File: config.mk
export PLATFORM = sky130hd
export DESIGN_NAME = cfg_serial_rom
export DESIGN_NICKNAME = d
export VERILOG_FILES = /design/src/rtl/cfg_serial_rom_pkg.sv /design/src/rtl/cfg_por_timer.sv /design/src/rtl/cfg_bit_ptr.sv /design/src/rtl/cfg_bit_rom.sv /design/src/rtl/cfg_serial_rom.sv
export SDC_FILE = /design/constraint.sdc
export NUM_CORES = 1
export LEC_CHECK = 0
export ABC_AREA = 0
export CAP_MARGIN = 25
export CORE_AREA = 3 3 40 42
export CTS_CLUSTER_SIZE = 40
export DETAILED_ROUTE_END_ITERATION = 16
export DIE_AREA = 0 0 43 45
export PLACE_DENSITY = 0.81
export SLEW_MARGIN = 20
export SYNTH_ARGS = -nofsm -noshare
export SYNTH_HDL_FRONTEND = slang
export SYNTH_SLANG_ARGS = --single-unit
File: constraint.sdc
create_clock -name clk_i -period 3.1 [get_ports clk_i]
set_clock_uncertainty 0.15 [all_clocks]
set_input_delay 0.62 -clock clk_i [delete_from_list [all_inputs] [get_ports clk_i]]
set_output_delay 0.62 -clock clk_i [all_outputs]
set_load 0.02 [all_outputs]
File: src/rtl/cfg_serial_rom_pkg.sv
`timescale 1ns/1ps
package cfg_serial_rom_pkg;
  localparam int unsigned ROM_MUL = 13;

  // content rule: bit 2 of (addr*ROM_MUL + seed)
  function automatic logic rom_bit(int unsigned addr, int unsigned seed);
    int unsigned v;
    v = addr * ROM_MUL + seed;
    return v[2];
  endfunction
endpackage

File: src/rtl/cfg_por_timer.sv
`timescale 1ns/1ps
module cfg_por_timer #(
  parameter int unsigned POR_CYCLES = 8
) (
  input  logic clk_i,
  input  logic rst_ni,
  output logic busy_o
);
  localparam int unsigned CW = $clog2(POR_CYCLES + 1);
  localparam logic [CW-1:0] LIM = CW'(POR_CYCLES);

  logic [CW-1:0] cnt_q;

  always_ff @(posedge clk_i or negedge rst_ni) begin
    if (!rst_ni)          cnt_q <= '0;
    else if (cnt_q != LIM) cnt_q <= cnt_q + 1'b1;
  end

  assign busy_o = (cnt_q != LIM);
endmodule

File: src/rtl/cfg_bit_ptr.sv
`timescale 1ns/1ps
module cfg_bit_ptr #(
  parameter int unsigned DEPTH = 48,
  localparam int unsigned AW = (DEPTH > 1) ? $clog2(DEPTH) : 1
) (
  input  logic          clk_i,
  input  logic          rst_ni,
  input  logic          clr_i,
  input  logic          adv_i,
  output logic [AW-1:0] ptr_o,
  output logic [AW-1:0] ptr_nxt_o,
  output logic          done_o
);
  localparam logic [AW-1:0] LAST = AW'(DEPTH - 1);

  logic [AW-1:0] ptr_q, ptr_d;
  logic          done_q, done_d;

  always_comb begin
    ptr_d  = ptr_q;
    done_d = done_q;
    if (clr_i) begin
      ptr_d  = '0;
      done_d = 1'b0;
    end else if (adv_i && !done_q) begin
      if (ptr_q == LAST) done_d = 1'b1;  // saturate, hand off
      else               ptr_d  = ptr_q + 1'b1;
    end
  end

  always_ff @(posedge clk_i or negedge rst_ni) begin
    if (!rst_ni) begin
      ptr_q  <= '0;
      done_q <= 1'b0;
    end else begin
      ptr_q  <= ptr_d;
      done_q <= done_d;
    end
  end

  assign ptr_o     = ptr_q;
  assign ptr_nxt_o = ptr_d;
  assign done_o    = done_q;
endmodule

File: src/rtl/cfg_bit_rom.sv
`timescale 1ns/1ps
module cfg_bit_rom #(
  parameter int unsigned DEPTH = 48,
  parameter int unsigned SEED  = 0,
  localparam int unsigned AW = (DEPTH > 1) ? $clog2(DEPTH) : 1
) (
  input  logic          clk_i,
  input  logic          rst_ni,
  input  logic [AW-1:0] addr_i,
  output logic          q_o
);
  import cfg_serial_rom_pkg::*;

  function automatic logic [DEPTH-1:0] fill_rom();
    logic [DEPTH-1:0] b;
    for (int unsigned i = 0; i < DEPTH; i++) b[i] = rom_bit(i, SEED);
    return b;
  endfunction

  localparam logic [DEPTH-1:0] CONTENT = fill_rom();

  logic q_q;

  // registered read of the next address, so q_o tracks the pointer register
  always_ff @(posedge clk_i or negedge rst_ni) begin
    if (!rst_ni) q_q <= CONTENT[0];
    else         q_q <= CONTENT[addr_i];
  end

  assign q_o = q_q;
endmodule

File: src/rtl/cfg_serial_rom.sv
`timescale 1ns/1ps
module cfg_serial_rom #(
  parameter int unsigned DEPTH      = 48,
  parameter int unsigned POR_CYCLES = 8,
  parameter int unsigned SEED       = 0,
  localparam int unsigned AW = (DEPTH > 1) ? $clog2(DEPTH) : 1
) (
  input  logic clk_i,
  input  logic rst_ni,
  input  logic ce_ni,
  input  logic rst_oe_i,
  input  logic rst_pol_i,
  output logic data_o,
  output logic data_oe_o,
  output logic ceo_no,
  output logic ready_o,
  output logic ready_oe_o
);
  logic          por_busy;
  logic          rst_act;
  logic          adv;
  logic          done;
  logic [AW-1:0] ptr_q;
  logic [AW-1:0] ptr_nxt;

  assign rst_act = (rst_oe_i == rst_pol_i);
  assign adv     = !ce_ni && !rst_act && !por_busy;

  cfg_por_timer #(.POR_CYCLES(POR_CYCLES)) u_por (
    .clk_i  (clk_i),
    .rst_ni (rst_ni),
    .busy_o (por_busy)
  );

  cfg_bit_ptr #(.DEPTH(DEPTH)) u_ptr (
    .clk_i     (clk_i),
    .rst_ni    (rst_ni),
    .clr_i     (rst_act),
    .adv_i     (adv),
    .ptr_o     (ptr_q),
    .ptr_nxt_o (ptr_nxt),
    .done_o    (done)
  );

  cfg_bit_rom #(.DEPTH(DEPTH), .SEED(SEED)) u_rom (
    .clk_i  (clk_i),
    .rst_ni (rst_ni),
    .addr_i (ptr_nxt),
    .q_o    (data_o)
  );

  assign data_oe_o  = !ce_ni && !rst_act && !por_busy && !done;
  assign ceo_no     = !done;
  assign ready_o    = 1'b0;
  assign ready_oe_o = por_busy;
endmodule

# --- Word level (Yosys, flattened, before mapping) ---
# Memories as Yosys holds them, arrays and structs flattened. A register that Yosys moved wholly into a read port is not among the register bits.
# Cells that the tools add are included.
totals:
  mem_count: 1
  inputBits: 5
  regBits: 11
  wordCells: 26
  rom_bits: 64
  output_inout_bits: 5
mem_list:
  columns: ["memory", "words", "word_bits", "read_ports", "rd_clocked_by_memory_dff", "wr", "line", "source"]
  rows:
  - ["(no name shown)", 64, 1, 1, 1, 0, "cfg_bit_rom.sv:27", "else q_q <= CONTENT[addr_i];"]
op_classes:
  n_eq_ne: 3
  n_reduce_logical: 11
  n_addsub: 2
  n_mux: 6
ops:
  columns: ["cell", "n"]
  rows:
  - ["two-way mux 6 bit", 3]
  - ["adder 6 x 1 -> 6 bit, second input constant", 1]
  - ["== test 6 bit, second input constant", 1]
  - ["logical NOT 1 bit", 5]
  - ["adder 4 x 1 -> 4 bit, second input constant", 1]
  - ["!= test 4 bit, second input constant", 1]
  - ["nonzero test 2 bit", 2]
  - ["logical AND 1 bit", 3]
  - ["two-way mux 1 bit", 3]
  - ["AND reduction 2 bit", 1]
  - ["== test 1 bit", 1]

# --- Depth between registers and ports, before layout ---
# Gate-level depths: netlist (run 1).
logic_depth:
  ltp_word: 7
  depth_mapped: 7
  ltp_nobuf: 6

# --- Hierarchy ---
# A second synthesis (run 1) with hierarchy kept.
unflattened:
  hier_cells: 66
  area_unflattened_um2: 721.9
by_module_without_submodules:
  columns: ["mod", "cells_each", "n_inst", "seq_area_each_um2", "area_each_um2"]
  rows:
  - ["cfg_bit_ptr", 43, 1, 175.2, 436.7]
  - ["cfg_por_timer", 15, 1, 100.1, 210.2]
  - ["cfg_serial_rom", 6, 1, 0.0, 41.3]
  - ["cfg_bit_rom", 2, 1, 25.0, 33.8]

# --- Least setup slack after synthesis (run 1) ---
# OpenSTA, ideal clock, no wires.
synth_path:
  path_kind: "register to output"
  startpoint: "register u_por.cnt_q[0]"
  endpoint: "output data_oe_o"
  path_slack_ns: 0.894
  n_path_buf: 1
  path_stages_with_launch: 7
  t_required_ns: 2.330
  t_arrival_ns: 1.436
  path_cell_list: "dfrtp_1 inv_1 ha_1 and3b_1 buf_6 inv_6 nor3_1"
synth_via:
  elab_chain_len: 4
synth_rtl:
  columns: ["element", "line", "source"]
  rows:
  - ["from (decl)", "cfg_por_timer.sv:12", "logic [CW-1:0] cnt_q;"]
  - ["from (signal assigned)", "cfg_por_timer.sv:16", "else if (cnt_q != LIM) cnt_q <= cnt_q + 1'b1;"]
  - ["!= test 4 bit", "cfg_por_timer.sv:19", "assign busy_o = (cnt_q != LIM);"]
  - ["via ready_oe_o", "cfg_serial_rom.sv:17", "output logic ready_oe_o"]
  - ["logical NOT 1 bit", "cfg_serial_rom.sv:52", "assign data_oe_o = !ce_ni && !rst_act && !por_busy && !done;"]
  - ["logical AND 1 bit (2 in series)", "cfg_serial_rom.sv:52", null]
  - ["to (decl)", "cfg_serial_rom.sv:14", "output logic data_oe_o,"]
# The timed path passes the listed nets, and every way through them passes these cells.

# --- Final worst setup path (run 1) ---
layout_path:
  startpoint: "input ce_ni"
  endpoint: "output data_oe_o"
layout_via:
  elab_chain_len: 4
layout_rtl:
  columns: ["element", "line", "source"]
  rows:
  - ["from (decl)", "cfg_serial_rom.sv:10", "input logic ce_ni,"]
  - ["logical NOT 1 bit", "cfg_serial_rom.sv:52", null]
  - ["logical AND 1 bit (3 in series)", "cfg_serial_rom.sv:52", null]
# No other way between the ends.

==> results of run 1 <==
sequential cells by signal, indices dropped and copies added, names as in the netlist:
register,flops
u_ptr.ptr_o,6
u_por.cnt_q,4
u_ptr.done_o,1
u_rom.q_o,1
power by group through the flow:
| stage | logic, W | clock network [W] | registers (W) |
|---|---|---|---|
| finish | 0.0000481 | 0.0000912 | 0.000167 |
| global route | 0.0000547 | 0.000100 | 0.000168 |
| CTS | 0.0000486 | 0.0000956 | 0.000167 |
| detailed placement | 0.0000484 | 0 | 0.000170 |
| global placement | 0.0000472 | 0 | 0.000170 |
| floorplan | 0.0000262 | 0 | 0.000172 |
cell families (layout without fill, tap and decap cells):
logic type	count (synthesis)	in the layout
XOR/XNOR	6	6
AND/OR/NAND/NOR	25	25
other	1	1
flip-flops	12	12
multiplexers	4	4
AO/OA/AOI/OAI	9	9
adder cells (fa/ha/maj)	3	3
buffers and inverters	8	18
stage by stage:
step	cells	instance area, um2	power (W)	util, %	worst slack, ns
2_1_floorplan	68	693.2	0.0001977	-	0.8943
3_3_place_gp	90	780.7	0.0002172	60.76	0.1433
3_5_place_dp	90	780.7	0.0002185	60.76	0.1256
4_1_cts	93	803.3	0.0003111	62.51	0.1135
5_1_grt	93	804.5	0.0003234	62.61	0.01289
6_report	93	804.5	0.0003063	62.61	0.1218
layout make-up:
| cell class | count | area, um2 | area share [%] |
|---|---|---|---|
| clock buffers | 3 | 22.52 | 2.799 |
| flip-flops and latches | 12 | 300.3 | 37.33 |
| well taps | 15 | 18.77 | 2.333 |
| inverters | 6 | 27.53 | 3.421 |
| multi-input cells | 48 | 347.8 | 43.23 |
| repair buffers | 9 | 87.58 | 10.89 |
worst max-delay path by stage:
stage | startpoint | endpoint | cells after the start
global route | ce_ni | data_oe_o | 4
detailed placement | ce_ni | data_oe_o | 4
finish | ce_ni | data_oe_o | 4
floorplan | u_por.cnt_q[0] | data_oe_o | 6
global placement | ce_ni | data_oe_o | 4
CTS | u_por.cnt_q[0] | data_oe_o | 6
per-layer routing:
metal	track usage, %	routed length [um]	part of all wire, %	vias to the layer above
met5	0	0	0	-
met4	7.229	15	1.2	0
met3	3.586	56	4.6	4
met2	25.75	567	47	14
met1	20.35	576	47	262
li1	-	-	-	261
cells in the final DEF, fill, tap and decap left out, types with 2 or more instances in the layout:
master | netlist | final
dfrtp_1 | 12 | 12
clkdlybuf4s50_1 | 0 | 8
nand2_1 | 6 | 6
inv_1 | 5 | 5
xnor2_1 | 4 | 4
mux2i_1 | 4 | 4
nor2_1 | 3 | 3
nand2b_1 | 3 | 3
ha_1 | 3 | 3
clkbuf_4 | 0 | 3
and4b_1 | 2 | 2
a21oi_1 | 2 | 2
xor2_1 | 2 | 2
nand3_1 | 2 | 2
worst max-delay path, cell delays in order:
cell and delay (ns):
clkdlybuf4s50_1 0.46, or2_2 0.34, nor3_1 0.16, clkdlybuf4s50_1 0.63
==> results by group, run 1 <==
Logic synthesis
  – Count of unique library cells instantiated by Yosys: 32
  – Library cell with the highest instance count after synthesis: dfrtp_1
  – Arithmetic-cell share of the synthesized area counting full adders, half adders and majority gates: around 5.4%
  – Portion of netlist area occupied by mux cells: around 5.8%
  – Simple-gate share of the synthesized area: about a fifth
  – Number of instances in the synthesized netlist: 68
  – Synthesis Warnings: 0
  – Area share of the largest cell type after synthesis: 43.32%
  – Combinational family with the most area after synthesis: simple AND/OR/NAND/NOR gates
  – Mapped Area: about 690 um2
  – Total of flip-flops plus latches after synthesis: 12
  – Avg Inst Size Synth: between 10 and 15 um2
  – Number of enable flip-flop cells after synthesis: 0
  – Most frequent cells after synthesis: 12 x dfrtp_1, 6 x nand2_1, 5 x inv_1
  – Sequential fraction of the synthesis area: between 40% and 50%
  – Net Count, Synth: 76
  – Proportion of synthesized flip-flops having asynchronous set or reset: 100.0%
  – Compound-cell area share of the yosys netlist: under 10%
  – Biggest area consumer among synthesized cells: dfrtp_1
  – Top post-synthesis cells by area: dfrtp_1 43%, mux2i_1 5.8%, ha_1 5.4%
  – Xor/xnor share of the synthesized area: approximately 7.6%
  – Flip-flop cell with the highest count after synthesis: dfrtp_1

Worst setup path
  – Setup slack of the worst register-to-register path: around 1.2 ns
  – Capturing point of the worst reg2reg path: u_ptr.ptr_o[1]
  – Highest net fanout along the worst path: 4
  – Cell depth of the worst flop-to-flop path: 6
  – Critical Setup Path Class: in -> out
  – Kind of launch point of the worst setup path: input port
  – Data required time at the worst endpoint: about 2.3 ns
  – Beginning of the worst register-to-register path: u_por.cnt_q[0]
  – Worst EP arrival: ~2.2 ns
  – Setup crit end kind: primary output

Clock tree
  – Count of hold-fix buffers inserted at cts: 0
  – TritonCTS clock tree: built
  – Clock Latency Late Sink: between 0.2 and 0.3 ns
  – Clock edge transition at the registers on the reported setup and hold paths: 0.07 ns
  – Number of gates given a new drive strength after cts: 0
  – CTS Buf Count: 3
  – Buffer depth of the longest clock path: 2
  – H-tree depth: 1
  – Clock tree sinks: 12
  – Root Driver: clkbuf_4
  – Post-CTS setup-driven buffer insertion count: 0

Final layout
  – Area Overhead vs Synth: 16.07%
  – Number of antenna cells inserted: 0
  – Fill count: 120
  – Final nets: 88
  – Fraction of layout cells with a size suffix above 1: 8.974%

Pwr
  – Reg power frac: a little over half
  – Share of power burned in the clock network: 29.8%
  – Fraction of power spent switching nets: about a quarter
  – Cell Int Power: 0.0002298 W
  – Leakage: roughly 0.36 nW
  – Power spent charging and discharging nets: between 0.00007 and 0.00008 W
  – Power density relative to cell area: 380.7 mW/mm2
  – Proportion of power drawn by combinational gates: 15.7%
  – Max rail drop VDD: 0.2487 mV

Routing
  – Number of design-rule violations left by the first detailed-router iteration: 7
  – Detailed-route DRC error count: 0
  – Antenna viol nets, final: 0
  – Vias: approximately 540
  – Via density per instance: about 5.8
  – Final wirelength: about 1.2 mm
  – Number of iterations in the first detailed-routing pass: 4
  – Routed length per instance: ~13 um

STA
  – Min Tclk post-route: about 3 ns
  – Final hold slack: approximately 0.33 ns
  – Transition time of the tightest slew-check pin: about 0.57 ns
  – Final setup violation count: 0
  – Count of endpoints failing hold in the final timing report: 0
  – Setup total negative slack: 0 ns
  – Max-slew violation total from the final report: 0
  – Setup repair after global routing missed its margin: false
  – Headroom to the max-slew limit: between 60 and 70%
  – Part of the cycle the worst path needs: a little over nine tenths
  – Peak Freq: 0.3358 GHz

Global routing
  – First-pass GRT wire length: 2.263 mm
  – Maximum number of pins on one net before global-route repair: 13
  – Residual overflow from global routing: 0
  – Number of antenna violations at the first check in global routing: 0
  – Vias in the first global route: roughly 530
  – Total global-route track usage: 15.88%

Floorplanning
  – Area of the core: ~0.0013 mm2
  – Die Span Y: around 45 um
  – Width of the chip: around 43 um
  – Overall die area: around 0.0019 mm2
  – Initial Utilization: between 50% and 60%
  – Cell Rows: 13
  – Ports placed on the boundary: 10

Hold path
  – Number of cells traversed by the worst hold path: 1
  – Hold crit path type: reg -> reg
  – Hold path startpoint: u_por.cnt_q[3]
  – Worst hold endpoint: u_por.cnt_q[3]

Outcome
  – Status: finished clean

Placed design
  – Final weighted congestion of routability-driven global placement: approximately 0.76
  – Half-perimeter wire length after placement: approximately 970 um
  – Number of buffer cells added on primary ports: 8

Flow run
  – Maximum capacitance violations: 0
Power figures use the tool's default switching activity.
==> run 2, diff against run 1 <==
--- a/config.mk
+++ b/config.mk
@@ -12,7 +12,6 @@
 export DETAILED_ROUTE_END_ITERATION = 16
 export DIE_AREA = 0 0 43 45
 export PLACE_DENSITY = 0.81
-export SLEW_MARGIN = 20
 export SYNTH_ARGS = -nofsm -noshare
 export SYNTH_HDL_FRONTEND = slang
 export SYNTH_SLANG_ARGS = --single-unit
==> results of run 2 <==
Final layout, timing and power as in run 1 (identical DEF).
==> run 3, diff against run 2 <==
==> constraint.sdc (replaced) <==
create_clock -name clk_i -period 3.1 [get_ports clk_i]
set_clock_uncertainty 0.15 [all_clocks]
set_input_delay 0.62 -clock clk_i [delete_from_list [all_inputs] [get_ports clk_i]]
set_output_delay 0.62 -clock clk_i [all_outputs]
set_load 0.05 [all_outputs]
==> results by group, run 3 (same netlist as run 1, synthesis figures left out) <==
Outcome
  – Status: finished clean (unchanged)

Routing
  – Detailed-route DRC error count: 0 (unchanged)
  – Final wirelength: 1.174 mm (was 1.214 mm)
  – Number of iterations in the first detailed-routing pass: 4 (unchanged)
  – Vias: 513 (was 541)
  – Number of design-rule violations left by the first detailed-router iteration: 6 (was 7)
  – Routed length per instance: 12.49 um (was 13.05 um)
  – Via density per instance: 5.457 (was 5.817)
  – Antenna viol nets, final: 0 (unchanged)

Pwr
  – Share of power burned in the clock network: 35.7% (was 29.8%)
  – Proportion of power drawn by combinational gates: 16.7% (was 15.7%)
  – Power density relative to cell area: 423.9 mW/mm2 (was 380.7 mW/mm2)
  – Cell Int Power: 0.0002582 W (was 0.0002298 W)
  – Max rail drop VDD: 0.2777 mV (was 0.2487 mV)
  – Reg power frac: 47.6% (was 54.5%)
  – Power spent charging and discharging nets: 0.00009242 W (was 0.00007653 W)
  – Fraction of power spent switching nets: 26.36% (was 24.98%)
  – Leakage: 0.3708 nW (was 0.3588 nW)

Clock tree
  – Root Driver: clkbuf_4 (unchanged)
  – H-tree depth: 1 (unchanged)
  – Clock Latency Late Sink: 0.27 ns (was 0.26 ns)
  – Clock edge transition at the registers on the reported setup and hold paths: 0.08 ns (was 0.07 ns)
  – Count of hold-fix buffers inserted at cts: 0 (unchanged)
  – TritonCTS clock tree: built (unchanged)
  – CTS Buf Count: 3 (unchanged)
  – Clock tree sinks: 12 (unchanged)
  – Number of gates given a new drive strength after cts: 0 (unchanged)
  – Buffer depth of the longest clock path: 2 (unchanged)
  – Post-CTS setup-driven buffer insertion count: 0 (unchanged)

Final layout
  – Number of flip-flops in the largest register: 6 (unchanged)
  – Final nets: 88 (unchanged)
  – Fill count: 113 (was 120)
  – Number of antenna cells inserted: 0 (unchanged)
  – Area Overhead vs Synth: 19.31% (was 16.07%)
  – Most common library cell in the layout ignoring fill and taps: dfrtp_1 (unchanged)
  – Fraction of layout cells with a size suffix above 1: 10.13% (was 8.974%)
  – Final Non-Filler Cells: 94 (was 93)
  – Final cell area excluding filler cells: 827.0 um2 (was 804.5 um2)
  – Most used cells in the layout excluding fill and tap cells: 12 x dfrtp_1, 7 x clkdlybuf4s50_1, 6 x nand2_1, 5 x inv_1 (was 12 x dfrtp_1, 8 x clkdlybuf4s50_1, 6 x nand2_1, 5 x inv_1)

STA
  – Final setup violation count: 0 (unchanged)
  – Setup total negative slack: 0 ns (unchanged)
  – Part of the cycle the worst path needs: 94.55% (was 96.07%)
  – Transition time of the tightest slew-check pin: 0.5438 ns (was 0.5672 ns)
  – Peak Freq: 0.3412 GHz (was 0.3358 GHz)
  – Final WS setup: 0.1691 ns (was 0.1218 ns)
  – Setup repair after global routing missed its margin: false (unchanged)
  – Final hold slack: 0.3250 ns (was 0.3278 ns)
  – Min Tclk post-route: 2.931 ns (was 2.978 ns)
  – Headroom to the max-slew limit: 63.63% (was 62.06%)
  – Count of endpoints failing hold in the final timing report: 0 (unchanged)
  – Max-slew violation total from the final report: 0 (unchanged)

Placed design
  – Placed standard-cell area: 790.8 um2 (was 780.7 um2)
  – Placed insts: 90 (unchanged)
  – Post-placement worst setup slack: 0.4368 ns (was 0.1256 ns)
  – Half-perimeter wire length after placement: 902.4 um (was 967 um)
  – Final weighted congestion of routability-driven global placement: 0.7985 (was 0.7643)
  – Number of buffer cells added on primary ports: 8 (unchanged)

Global routing
  – Number of antenna violations at the first check in global routing: 0 (unchanged)
  – Met3 usage: 2.390% (was 3.586%)
  – GR met2 Demand/Resource: 24.85% (was 25.75%)
  – Residual overflow from global routing: 0 (unchanged)
  – Vias in the first global route: 502 (was 526)
  – Met1 global-route usage: 19.25% (was 20.35%)
  – Maximum number of pins on one net before global-route repair: 13 (unchanged)
  – First-pass GRT wire length: 2.180 mm (was 2.263 mm)
  – Total global-route track usage: 15.01% (was 15.88%)
  – Grt peak-use layer: met2 (unchanged)

Worst setup path
  – Highest net fanout along the worst path: 10 (was 4)
  – Critical Setup Path Class: reg -> out (was in -> out)
  – Kind of launch point of the worst setup path: flip-flop (was input port)
  – Setup crit end kind: primary output (unchanged)
  – Data required time at the worst endpoint: 2.33 ns (about the same)
  – Worst EP arrival: 2.16 ns (was 2.21 ns)

Floorplanning
  – Ports placed on the boundary: 10 (unchanged)
  – Die Span Y: 45 um (unchanged)
  – Area of the core: 0.001285 mm2 (unchanged)
  – Cell Rows: 13 (unchanged)
  – Overall die area: 0.001935 mm2 (unchanged)
  – Initial Utilization: 53.94% (unchanged)
  – Width of the chip: 43 um (unchanged)

Flow run
  – Maximum capacitance violations: 0 (unchanged)

Hold path
  – Hold crit path type: reg -> reg (unchanged)
==> run 3: changes by cell type in the layout (fill, tap and decap cells not counted), sizes merged <==
cell and change:
buf +1, clkbuf +1, clkdlybuf4s50 -1
==> run 3: layout make-up <==
class                   count  area (um2)  share of cell area, %
clock buffers               4       36.28                  4.387
repair buffers              9       97.59                  11.80
inverters                   6       27.53                  3.328
flip-flops and latches     12       300.3                  36.31
well taps                  15       18.77                  2.269
multi-input cells          48       346.6                  41.91
==> run 3: critical path, cell delays in order, from the launching register on <==
cell and delay, ns:
dfrtp_1 0.41, inv_1 0.06, ha_1 0.18, and3b_1 0.30, inv_6 0.14, clkdlybuf4s50_1 0.81
==> run 3: layer usage <==
layer / wire length, um / part of all wire (%)
met1: 568 / 48
met2: 539 / 46
met3: 53 / 4.5
met4: 12 / 1.0
met5: 0 / 0
==> run 3: final timing paths <==
path,endpoint,slack (ns),cells after the start,startpoint
setup / recovery,ready_oe_o,0.17,5,u_por.cnt_q[0]
hold reg to reg,u_por.cnt_q[3],0.33,1,u_por.cnt_q[3]
setup reg to reg,u_rom.q_o,1.13,6,u_por.cnt_q[0]
hold / removal,u_por.cnt_q[3],0.33,1,u_por.cnt_q[3]
max in group asynchronous,u_ptr.done_o,1.89,1,rst_ni
min in group asynchronous,u_rom.q_o,0.55,1,rst_ni
==> run 3: per-stage QoR <==
| stage | util (%) | power [W] |
|---|---|---|
| after global routing | 64.36 | 0.0003688 |
| after global placement | 61.54 | 0.0002280 |
| after detailed placement | 61.54 | 0.0002294 |
| after floorplan | - | 0.0002058 |
| final | 64.36 | 0.0003506 |
| after CTS | 64.36 | 0.0003549 |
==> run 3: power groups by stage <==
stage / clock network [W] / logic (W) / registers [W]
2_1_floorplan: 0 / 0.0000302 / 0.000176
3_3_place_gp: 0 / 0.0000579 / 0.000170
3_5_place_dp: 0 / 0.0000593 / 0.000170
4_1_cts: 0.000129 / 0.0000592 / 0.000167
5_1_grt: 0.000135 / 0.0000654 / 0.000168
6_report: 0.000125 / 0.0000584 / 0.000167
